--- src/rtl/lsu_lane_pkg.sv ---
package lsu_lane_pkg;

  typedef enum logic [1:0] {
    SZ_BYTE = 2'd0,
    SZ_HALF = 2'd1,
    SZ_WORD = 2'd2,
    SZ_NONE = 2'd3
  } lane_size_e;

  localparam logic [2:0] F3_BYTE  = 3'b000;
  localparam logic [2:0] F3_HALF  = 3'b001;
  localparam logic [2:0] F3_WORD  = 3'b010;
  localparam logic [2:0] F3_UBYTE = 3'b100;
  localparam logic [2:0] F3_UHALF = 3'b101;

endpackage

--- src/rtl/lane_width_decode.sv ---
module lane_width_decode
  import lsu_lane_pkg::*;
#(
  parameter bit FOR_LOAD = 1'b1
) (
  input  logic [2:0]  funct3,
  output lane_size_e  size
);

  generate
    if (FOR_LOAD) begin : g_load
      always_comb begin
        unique case (funct3)
          F3_BYTE, F3_UBYTE: size = SZ_BYTE;
          F3_HALF, F3_UHALF: size = SZ_HALF;
          F3_WORD:           size = SZ_WORD;
          default:           size = SZ_NONE;
        endcase
      end
    end else begin : g_store
      always_comb begin
        unique case (funct3)
          F3_BYTE: size = SZ_BYTE;
          F3_HALF: size = SZ_HALF;
          F3_WORD: size = SZ_WORD;
          default: size = SZ_NONE;
        endcase
      end
    end
  endgenerate

endmodule

--- src/rtl/lane_store_pack.sv ---
module lane_store_pack
  import lsu_lane_pkg::*;
#(
  parameter int DATA_W = 32,
  parameter int LANES  = DATA_W / 8,
  parameter int OFFS_W = $clog2(LANES)
) (
  input  logic              en,
  input  lane_size_e        size,
  input  logic [OFFS_W-1:0] offs,
  input  logic [DATA_W-1:0] src,
  output logic [LANES-1:0]  strb,
  output logic [DATA_W-1:0] data
);

  localparam int SH_W = OFFS_W + 3;

  logic [LANES-1:0]  lane_hit;
  logic [OFFS_W-1:0] half_base;
  logic [SH_W-1:0]   byte_sh;
  logic [SH_W-1:0]   half_sh;

  assign half_base = {offs[OFFS_W-1:1], 1'b0};
  assign byte_sh   = {offs, 3'b000};
  assign half_sh   = {half_base, 3'b000};

  for (genvar i = 0; i < LANES; i++) begin : g_lane
    localparam logic [OFFS_W-1:0] IDX = OFFS_W'(i);
    always_comb begin
      unique case (size)
        SZ_BYTE: lane_hit[i] = (IDX == offs);
        SZ_HALF: lane_hit[i] = (IDX[OFFS_W-1:1] == offs[OFFS_W-1:1]);
        SZ_WORD: lane_hit[i] = 1'b1;
        default: lane_hit[i] = 1'b0;
      endcase
    end
  end

  assign strb = en ? lane_hit : '0;

  always_comb begin
    unique case (size)
      SZ_BYTE: data = {{(DATA_W-8){1'b0}},  src[7:0]}  << byte_sh;
      SZ_HALF: data = {{(DATA_W-16){1'b0}}, src[15:0]} << half_sh;
      SZ_WORD: data = src;
      default: data = '0;
    endcase
  end

endmodule

--- src/rtl/lane_load_extract.sv ---
module lane_load_extract
  import lsu_lane_pkg::*;
#(
  parameter int DATA_W = 32,
  parameter int LANES  = DATA_W / 8,
  parameter int OFFS_W = $clog2(LANES)
) (
  input  lane_size_e        size,
  input  logic              zext,
  input  logic [OFFS_W-1:0] offs,
  input  logic [DATA_W-1:0] word,
  output logic [DATA_W-1:0] result
);

  localparam int SH_W = OFFS_W + 3;

  logic [SH_W-1:0]   byte_sh;
  logic [SH_W-1:0]   half_sh;
  logic [DATA_W-1:0] byte_down;
  logic [DATA_W-1:0] half_down;
  logic              byte_fill;
  logic              half_fill;

  assign byte_sh   = {offs, 3'b000};
  assign half_sh   = {offs[OFFS_W-1:1], 1'b0, 3'b000};
  assign byte_down = word >> byte_sh;
  assign half_down = word >> half_sh;
  assign byte_fill = ~zext & byte_down[7];
  assign half_fill = ~zext & half_down[15];

  always_comb begin
    unique case (size)
      SZ_BYTE: result = {{(DATA_W-8){byte_fill}},  byte_down[7:0]};
      SZ_HALF: result = {{(DATA_W-16){half_fill}}, half_down[15:0]};
      SZ_WORD: result = word;
      default: result = '0;
    endcase
  end

endmodule

--- src/rtl/lane_misalign_detect.sv ---
module lane_misalign_detect
  import lsu_lane_pkg::*;
#(
  parameter int OFFS_W = 2
) (
  input  logic              active,
  input  lane_size_e        size,
  input  logic [OFFS_W-1:0] offs,
  output logic              mis
);

  logic odd_half;

  always_comb begin
    unique case (size)
      SZ_HALF: odd_half = offs[0];
      SZ_WORD: odd_half = (offs != '0);
      default: odd_half = 1'b0;
    endcase
  end

  assign mis = active & odd_half;

endmodule

--- src/rtl/lsu_lane_align.sv ---
module lsu_lane_align
  import lsu_lane_pkg::*;
#(
  parameter int DATA_W = 32,
  localparam int LANES  = DATA_W / 8,
  localparam int OFFS_W = $clog2(LANES)
) (
  input  logic              st_en,
  input  logic [2:0]        st_funct3,
  input  logic [OFFS_W-1:0] st_addr_lo,
  input  logic [DATA_W-1:0] st_src,
  output logic [LANES-1:0]  st_strb,
  output logic [DATA_W-1:0] st_data,
  output logic              st_mis,
  input  logic [2:0]        ld_funct3,
  input  logic [OFFS_W-1:0] ld_addr_lo,
  input  logic [DATA_W-1:0] ld_word,
  output logic [DATA_W-1:0] ld_result,
  output logic              ld_mis
);

  lane_size_e st_size;
  lane_size_e ld_size;

  lane_width_decode #(.FOR_LOAD(1'b0)) st_dec_i (
    .funct3 (st_funct3),
    .size   (st_size)
  );

  lane_width_decode #(.FOR_LOAD(1'b1)) ld_dec_i (
    .funct3 (ld_funct3),
    .size   (ld_size)
  );

  lane_store_pack #(.DATA_W(DATA_W), .LANES(LANES), .OFFS_W(OFFS_W)) st_pack_i (
    .en   (st_en),
    .size (st_size),
    .offs (st_addr_lo),
    .src  (st_src),
    .strb (st_strb),
    .data (st_data)
  );

  lane_load_extract #(.DATA_W(DATA_W), .LANES(LANES), .OFFS_W(OFFS_W)) ld_ext_i (
    .size   (ld_size),
    .zext   (ld_funct3[2]),
    .offs   (ld_addr_lo),
    .word   (ld_word),
    .result (ld_result)
  );

  lane_misalign_detect #(.OFFS_W(OFFS_W)) st_mis_i (
    .active (st_en),
    .size   (st_size),
    .offs   (st_addr_lo),
    .mis    (st_mis)
  );

  lane_misalign_detect #(.OFFS_W(OFFS_W)) ld_mis_i (
    .active (1'b1),
    .size   (ld_size),
    .offs   (ld_addr_lo),
    .mis    (ld_mis)
  );

endmodule

--- config.mk ---
export PLATFORM = sky130hd
export DESIGN_NAME = lsu_lane_align
export DESIGN_NICKNAME = d
export VERILOG_FILES = /design/src/rtl/lsu_lane_pkg.sv /design/src/rtl/lane_width_decode.sv /design/src/rtl/lane_store_pack.sv /design/src/rtl/lane_load_extract.sv /design/src/rtl/lane_misalign_detect.sv /design/src/rtl/lsu_lane_align.sv
export SDC_FILE = /design/constraint.sdc
export NUM_CORES = 1
export LEC_CHECK = 0
export CAP_MARGIN = 25
export CELL_PAD_IN_SITES_DETAIL_PLACEMENT = 1
export CELL_PAD_IN_SITES_GLOBAL_PLACEMENT = 2
export CORE_MARGIN = 10
export CORE_UTILIZATION = 14
export DETAILED_ROUTE_END_ITERATION = 16
export PLACE_DENSITY = 0.81
export SETUP_SLACK_MARGIN = 0.3
export SKIP_LAST_GASP = 1
export SYNTH_ARGS = -nofsm -noshare
export SYNTH_HDL_FRONTEND = slang
export SYNTH_HIERARCHICAL = 1
export SYNTH_SLANG_ARGS = --single-unit
--- constraint.sdc ---
create_clock -name vclk -period 2.4
set_clock_uncertainty 0.1 [all_clocks]
set_input_delay 0.72 -clock vclk [all_inputs]
set_output_delay 0.72 -clock vclk [all_outputs]
set_load 0.01 [all_outputs]
# After elaboration in Yosys (flattened, before gate mapping)

Cells that the tools add are included.

Reduce and logical (&&, ||, !) cells: 9
Shift-type cells: 4
Mux-type cells: 11
Bitwise operators: 5
Eq/ne operators: 13

Operators with widths:

| cell               | count |
|---|---|
| $pmux 32 s3        | 2 |
| $shl 16x5->32      | 1 |
| $shl 8x5->32       | 1 |
| $shr 32x5->16      | 1 |
| $shr 32x5->8       | 1 |
| $pmux 1 s3         | 4 |
| $pmux 2 s3         | 2 |
| $eq 3x1->1 const B | 2 |
| $eq 3x2->1 const B | 2 |
| $eq 3x3->1 const B | 2 |
| $logic_not 2->1    | 3 |
| $logic_not 3->1    | 2 |
| $eq 2x1->1 const B | 2 |
| $eq 2x2->1 const A | 2 |
| $eq 2x2->1 const B | 2 |
| $mux 4             | 1 |
| $pmux 1 s2         | 2 |
| $reduce_bool 2->1  | 2 |
| $reduce_or 2->1    | 2 |
| $and 1x1->1        | 3 |
| $eq 1x2->1 const A | 1 |
| $not 1->1          | 2 |

Bits of input ports: 75
Register bits: 0
Output and inout port bits: 70
Word-level logic and storage cells: 42

# Depth between registers and ports, before layout

Gate-level depths: netlist (run 1).

Depth after elaboration: 5
Mapped depth: 7
Mapped depth without buffers: 5

# By module

Netlist (run 1), hierarchy kept.

Modules (own cells, without submodules):

| module                        | cells an instance | seq. area each (sq um) | instances | area each (sq um) |
|---|---|---|---|---|
| lane_load_extract             | 123               | 0.0                    | 1         | 898.4 |
| lane_store_pack               | 93                | 0.0                    | 1         | 599.3 |
| lane_misalign_detect          | 8                 | 0.0                    | 2         | 63.8 |
| lane_width_decode at st_dec_i | 2                 | 0.0                    | 1         | 12.5 |
| lane_width_decode at ld_dec_i | 2                 | 0.0                    | 1         | 11.3 |
| lsu_lane_align                | 1                 | 0.0                    | 1         | 3.8 |

# Worst setup path after synthesis (run 1)

Ideal clock, no wire load.

Kind: in2out
Start point: in ld_funct3[1]
End point: out ld_result[21]
Slack: -236 ps
Cell stages on the path: 6
Buffers on the path: 3
Data required time: 1,580 ps
Arrival: 1,816 ps
Path through: clkbuf_1 > buf_2 > nor3b_4 > a22oi_4 > buf_6 > o21ai_1

Longest elaborated chain between the ends: 5
Elaborated cells between the ends (all ways): 12
Those cells by class: 6 x eq/ne; 2 x mux; 4 x reduce/logical

Ends and longest elaborated chain:

| what                               | line                    | source |
|---|---|---|
| from (decl)                        | lsu_lane_align.sv:15    | `input logic [2:0] ld_funct3,` |
| $eq 3x1->1 (tied with other cells) | lane_width_decode.sv:13 | `unique case (funct3)` |
| $reduce_or 2->1                    | lane_width_decode.sv:13 |  |
| $pmux 2 s3 (*)                     | lane_width_decode.sv:13 |  |
| $eq 2x2->1 (tied with other cells) | lane_load_extract.sv:32 | `unique case (size)` |
| $pmux 32 s3 (*)                    | lane_load_extract.sv:32 |  |
| to (decl)                          | lsu_lane_align.sv:18    | `output logic [DATA_W-1:0] ld_result,` |

Mark *: on every way between the ends. The rest lies on a longest branch, timed or not.

# Final worst setup path (run 1)

Start point: in ld_funct3[2]
End point: out ld_result[25]

Longest elaborated chain between the ends: 5
Elaborated cells between the ends (all ways): 15
Those cells by class: 6 x eq/ne; 2 x mux; 3 x bitwise; 4 x reduce/logical

Ends and longest elaborated chain:

| what                               | line                    | source |
|---|---|---|
| $eq 3x1->1 (tied with other cells) | lane_width_decode.sv:13 |  |
| $reduce_or 2->1                    | lane_width_decode.sv:13 |  |
| $pmux 2 s3 (*)                     | lane_width_decode.sv:13 |  |
| net ld_size[0]                     | lsu_lane_align.sv:23    | `lane_size_e ld_size;` |
| $eq 2x2->1 (tied with other cells) | lane_load_extract.sv:32 |  |
| $pmux 32 s3 (*)                    | lane_load_extract.sv:32 |  |

Mark *: on every way through the listed nets, which the timed path passes. The rest lies on a longest branch.

==> flow_summary.yaml, run 1 <==
setup_path:
  worst-setup-path-type: "input port to output pin"
  cp_slowest_cell: "sky130_fd_sc_hd__nor3b_4"
  cp_slowest_stage_delay_ns: 0.26
  crit_path_cell_trace: "buf_8, a21o_4, nor3b_4, a22oi_4, buf_12, buf_8, o21ai_4, buf_6"
  cp-start-kind: "input port"
  required_ns: 1.58
  path_delay_family: "compound AO/OA/AOI/OAI gates"
  critical_path_buf_inv_count: 4
  peak_fanout_along_the_critical_path: 5
  crit_arrival_ns: 2.05
  most_numerous_cell_on_the_critical_path: "sky130_fd_sc_hd__buf_8"
  crit_path_end_kind: "output pin"
drt:
  drt_iter0_markers: 105
  drt_pass1_iterations: 4
  route.vias.total: 2698
  drt_wl_total_um: 11860
  via_per_inst: 4.644
  avgRoutedWirePerCell_um: 20.41
  detail-route-antenna-nets: 0
  route.detailed.drc: 0
synth:
  synth-warning-count: 6
  synth_nets: 316
  xor_xnor_share_of_the_synthesized_area_pct: 0
  synth_area_sq_mm: 0.001653
  netlist_top_cells_count: "sky130_fd_sc_hd__nand2_1, sky130_fd_sc_hd__a22oi_1, sky130_fd_sc_hd__o21ai_1"
  yosys.area_share.simple_pct: 32.10
  synth_area_per_cell_sq_um: 6.974
  synth.area.top_cells: "sky130_fd_sc_hd__a22oi_1, sky130_fd_sc_hd__nand2_1, sky130_fd_sc_hd__o21ai_1"
  largest_family_of_logic_cells_by_synthesized_area: "compound AO/OA/AOI/OAI gates"
  synth.yosys.seq_area_share_pct: 0
  synth_compound_gate_area_share_pct: 44.13
  synth.area.mux_share_pct: 7.646
  post_synth_num_cell_types: 43
  yosys.area_share.adder_pct: 3.028
  yosysTopAreaCell: "sky130_fd_sc_hd__a22oi_1"
  netlist_instances: 237
  yosysMostFrequentCell: "sky130_fd_sc_hd__nand2_1"
  synth_top_area_share_pct: 12.26
sta:
  finalCritPeriodShare_pct: 119.6
  worstMarginPinSlew_ns: 0.5174
  max_slew_margin_pct: 65.51
  finalHoldWorstSlack_ns: 1.691
  final.setup.worst_slack_ns: -0.4713
  max_freq_mhz: 348.3
  rsz0062_at_grt: "yes"
  final-hold-violation-count: 0
  layout_min_cycle_time_ns: 2.871
  setup_viol: 70
  maxSlewViolCount: 0
pwr:
  peakVddDrop_mv: 0.08506
  report.power.total_mw: 0.8895
  pwr_density_cell_mw_per_mm2: 200.7
  leakagePower_nw: 2.003
finish:
  layout_utilization_pct: 38.65
  area.growth.synth_to_final_pct: 168.1
  register_area_sq_um: 0
  layout.clock_buffers: 0
  layout.sequential_cells: 0
  layout_cells_sized_above_1_pct: 67.73
  final_net_count: 518
status:
  status: "finished, violations left"
  violated_checks: "setup timing"
floorplanning:
  core_area_sq_mm: 0.01147
  die_y_um: 128.7
  floorplan_die_area_sq_mm: 0.01655
  floorplan.io_pins: 145
  die-width_um: 128.7
  initial_utilization_pct: 14.41
  num_rows: 39
global_route:
  global_route.overflow_total: 0
  grt_max_degree: 25
  global_route_wire_length_before_repair_um: 17340
  grtUsageTotal_pct: 12.75
  grt_antenna_before_repair: 1
  first_global_vias: 2980
placed_design:
  dp_hpwl_um: 8778
  portBuffers: 145
  place.gp.congestion: 0.8320
  placement.setup.worst_slack_ns: -1.182
worst_hold_path:
  end_of_the_worst_hold_path: "ld_result[7]"
  worst_hold_path_class: "input port to output pin"
  min-delay-start: "ld_word[7]"
  min_delay_path_depth: 4
clocking:
  cts-hold-fix-buffers: 0
run:
  max_cap_viol_count: 0
## tightest hold or removal path, delay by kind of cell
kind,cells,cell delay [ns]
buffers and inverters,2,0.19
AO/OA/AOI/OAI,1,0.09
AND/OR/NAND/NOR,1,0.07
## worst max path at each step
| stage | cells past startpoint | from | end | slack, ns |
|---|---|---|---|---|
| floorplan | 5 | ld_funct3[2] | ld_result[21] | -0.17 |
| global placement | 6 | st_funct3[2] | st_data[27] | -1.16 |
| detailed placement | 6 | st_funct3[2] | st_data[29] | -1.18 |
| CTS | 9 | st_funct3[1] | st_data[29] | -0.41 |
| global route | 8 | ld_funct3[2] | ld_result[9] | -0.51 |
| finish | 8 | ld_funct3[2] | ld_result[25] | -0.47 |
## cells by family after synthesis
logic type | Yosys count
compound gates | 99
fa+ha+maj | 4
buf+inv | 32
mux | 11
other cells | 1
simple gates | 90
## metrics by stage
step / instance area, sq um / TNS, ns / instances
floorplan: 1971 / -8.610 / 237
global placement: 3821 / -74.66 / 551
detailed placement: 3821 / -76.29 / 551
CTS: 4210 / -23.81 / 573
global route: 4432 / -28.25 / 581
finish: 4432 / -25.33 / 581
## cells in the final DEF, fill, tap and decap left out, drive strengths merged, types with 3 or more instances in the layout
cell type | Yosys | final
o31a | 4 | 4
nor2b | 10 | 10
nand3b | 5 | 5
a22oi | 28 | 28
nand2b | 5 | 5
mux2 | 10 | 10
buf | 21 | 160
a22o | 8 | 8
a21o | 3 | 4
clkdlybuf4s50 | 0 | 55
a21oi | 5 | 5
o21ai | 39 | 39
and2 | 9 | 9
nor2 | 7 | 7
dlygate4sd2 | 0 | 8
nor3b | 3 | 3
nand2 | 43 | 43
ha | 4 | 4
a32oi | 8 | 8
inv | 5 | 5
## power by group
part | leakage (nW) | switching, mW | internal [mW] | total [mW]
clock network | 0.00000634 | 0 | 0.0000000558 | 0.0000000558
registers | 0 | 0 | 0 | 0
logic | 2.00 | 0.399 | 0.490 | 0.890
## layer usage
| metal | part of all wire (%) | track usage (%) | up-vias |
|---|---|---|---|
| li1 | - | - | 1283 |
| met1 | 38 | 13.93 | 1370 |
| met2 | 58 | 26.25 | 39 |
| met3 | 2.3 | 1.027 | 6 |
| met4 | 0.91 | 1.375 | 0 |
| met5 | 0 | 0 | - |
## layout make-up
cell class	instances	area [sq um]
Multi-Input combinational cell	206	1988
Timing Repair Buffer	226	2241
Tap cell	143	178.9
Antenna cell	1	2.502
Fill cell	1323	7036
Inverter	5	21.27
## what timing repair did
item,in CTS,in global routing
endpoints found under the setup margin,70,70
gates cloned,4,1
buffers inserted,18,6
pin swaps,42,39
resized for setup,470,31
Power figures use the tool's default switching activity.
==> run 2, diff against run 1 <==
--- a/config.mk
+++ b/config.mk
@@ -6,4 +6,5 @@
 export NUM_CORES = 1
 export LEC_CHECK = 0
+export ABC_CLOCK_PERIOD_IN_PS = 2400
 export CAP_MARGIN = 25
 export CELL_PAD_IN_SITES_DETAIL_PLACEMENT = 1
==> constraint.sdc (replaced) <==
create_clock -name vclk -period 2.4
set_clock_uncertainty 0.1 [all_clocks]
set_input_delay 0.24 -clock vclk [all_inputs]
set_output_delay 0.24 -clock vclk [all_outputs]
set_load 0.01 [all_outputs]
==> flow_summary.yaml, run 2 (synthesis results as in run 1) <==
finish:
  layout_cells_sized_above_1_pct: 42.05
  layout.sequential_cells: 0
  area.growth.synth_to_final_pct: 108.7
  final_common_cell: "sky130_fd_sc_hd__clkdlybuf4s50_1"
  register_area_sq_um: 0
  final_cell_mix: "sky130_fd_sc_hd__clkdlybuf4s50_1, sky130_fd_sc_hd__buf_2, sky130_fd_sc_hd__nand2_1"
  fillCellCount: 1392
  multi_input_area_sq_mm: 0.001531
  layout.clock_buffers: 0
  final_net_count: 490
floorplanning:
  floorplan_die_area_sq_mm: 0.01655
  initial_utilization_pct: 14.41
  core_area_sq_mm: 0.01147
  num_rows: 39
  die_y_um: 128.7
  die-width_um: 128.7
  floorplan.io_pins: 145
sta:
  rsz0062_at_grt: "no"
  maxSlewViolCount: 0
  finalCritPeriodShare_pct: 85.83
  timing.setup.tns_ns: 0
  layout_min_cycle_time_ns: 2.060
  setup_viol: 0
  final-hold-violation-count: 0
  max_freq_mhz: 485.4
  finalHoldWorstSlack_ns: 0.7788
drt:
  avgRoutedWirePerCell_um: 19.95
  drt_pass1_iterations: 4
  via_per_inst: 4.638
  route.detailed.drc: 0
  drt_iter0_markers: 95
  route.vias.total: 2565
  detail-route-antenna-nets: 0
  drt_wl_total_um: 11040
clocking:
  cts-hold-fix-buffers: 0
setup_path:
  peak_fanout_along_the_critical_path: 6
  cp_slowest_stage_delay_ns: 0.43
  cp_slowest_cell: "sky130_fd_sc_hd__clkdlybuf4s50_1"
  worst-setup-path-type: "input port to output pin"
  crit_path_cell_trace: "clkdlybuf4s50_1, mux2_2, a22oi_4, buf_12, clkbuf_16, o21ai_1, buf_2"
  required_ns: 2.06
  crit_path_end_kind: "output pin"
  cp-start-kind: "input port"
  crit_arrival_ns: 1.72
global_route:
  global_route_wire_length_before_repair_um: 16110
  grtUsageTotal_pct: 11.93
  first_global_vias: 2772
  global_route.overflow_total: 0
  grt_antenna_before_repair: 1
  grt_max_degree: 26
pwr:
  leakagePower_nw: 1.681
  peakVddDrop_mv: 0.07022
  pwr_density_cell_mw_per_mm2: 197.0
placed_design:
  portBuffers: 145
  place.gp.congestion: 0.8088
  dp_hpwl_um: 8487
worst_hold_path:
  worst_hold_path_class: "input port to output pin"
run:
  max_cap_viol_count: 0
status:
  status: "finished, final reports clean"
## run 2: changes by cell type in the layout (fill, tap and decap cells not counted), sizes merged
cell / delta
buf: -45
dlymetal6s2s: +5
clkbuf: +3
dlygate4sd2: -4
clkdlybuf4s15: +3
clkdlybuf4s50: +10
## run 2: area by class of cell
class / instances / area share [%]
Timing Repair Buffer: 198 / 49.80
Multi-Input combinational cell: 206 / 44.40
Tap cell: 143 / 5.187
Inverter: 5 / 0.5441
Antenna cell: 1 / 0.07254
## run 2: worst paths after layout
path	to	cells after the start	startpoint
setup / recovery	ld_result[25]	7	ld_word[23]
hold / removal	ld_result[15]	4	ld_word[15]
## run 2: critical path: cells and delay by family
family	cells	cell delay, ns
AO/OA/AOI/OAI	2	0.25
buffers and inverters	4	0.90
multiplexers	1	0.31
## run 2: stage by stage
step / utilization [%] / setup WS (ns) / power (mW) / cell area (sq um) / cells
2_1_floorplan: - / 0.7242 / 0.2848 / 1653 / 237
3_3_place_gp: 29.49 / -0.2730 / 0.6836 / 3382 / 532
3_5_place_dp: 29.49 / -0.3448 / 0.6927 / 3382 / 532
4_1_cts: 28.69 / 0.1930 / 0.6541 / 3289 / 547
5_1_grt: 30.08 / 0.3048 / 0.7298 / 3450 / 553
6_report: 30.08 / 0.3400 / 0.6797 / 3450 / 553
## run 2: power by group
| group | total, mW | internal (mW) | switching [mW] |
|---|---|---|---|
| Combinational | 0.680 | 0.359 | 0.321 |
| Sequential | 0 | 0 | 0 |
| Clock | 0.0000000557 | 0.0000000557 | 0 |
| Total | 0.680 | 0.359 | 0.321 |
## run 2: per-layer routing
layer | global-route usage [%] | share of wire [%]
met2 | 24.79 | 59
met4 | 1.899 | 2.1
met5 | 0 | 0
met1 | 12.85 | 37
met3 | 0.5749 | 1.7
## run 2: repair_timing
item,in CTS,in global routing
resized for setup,302,32
endpoints found under the setup margin,70,62
setup buffers,12,3
cloned,3,2
pin swaps,6,7
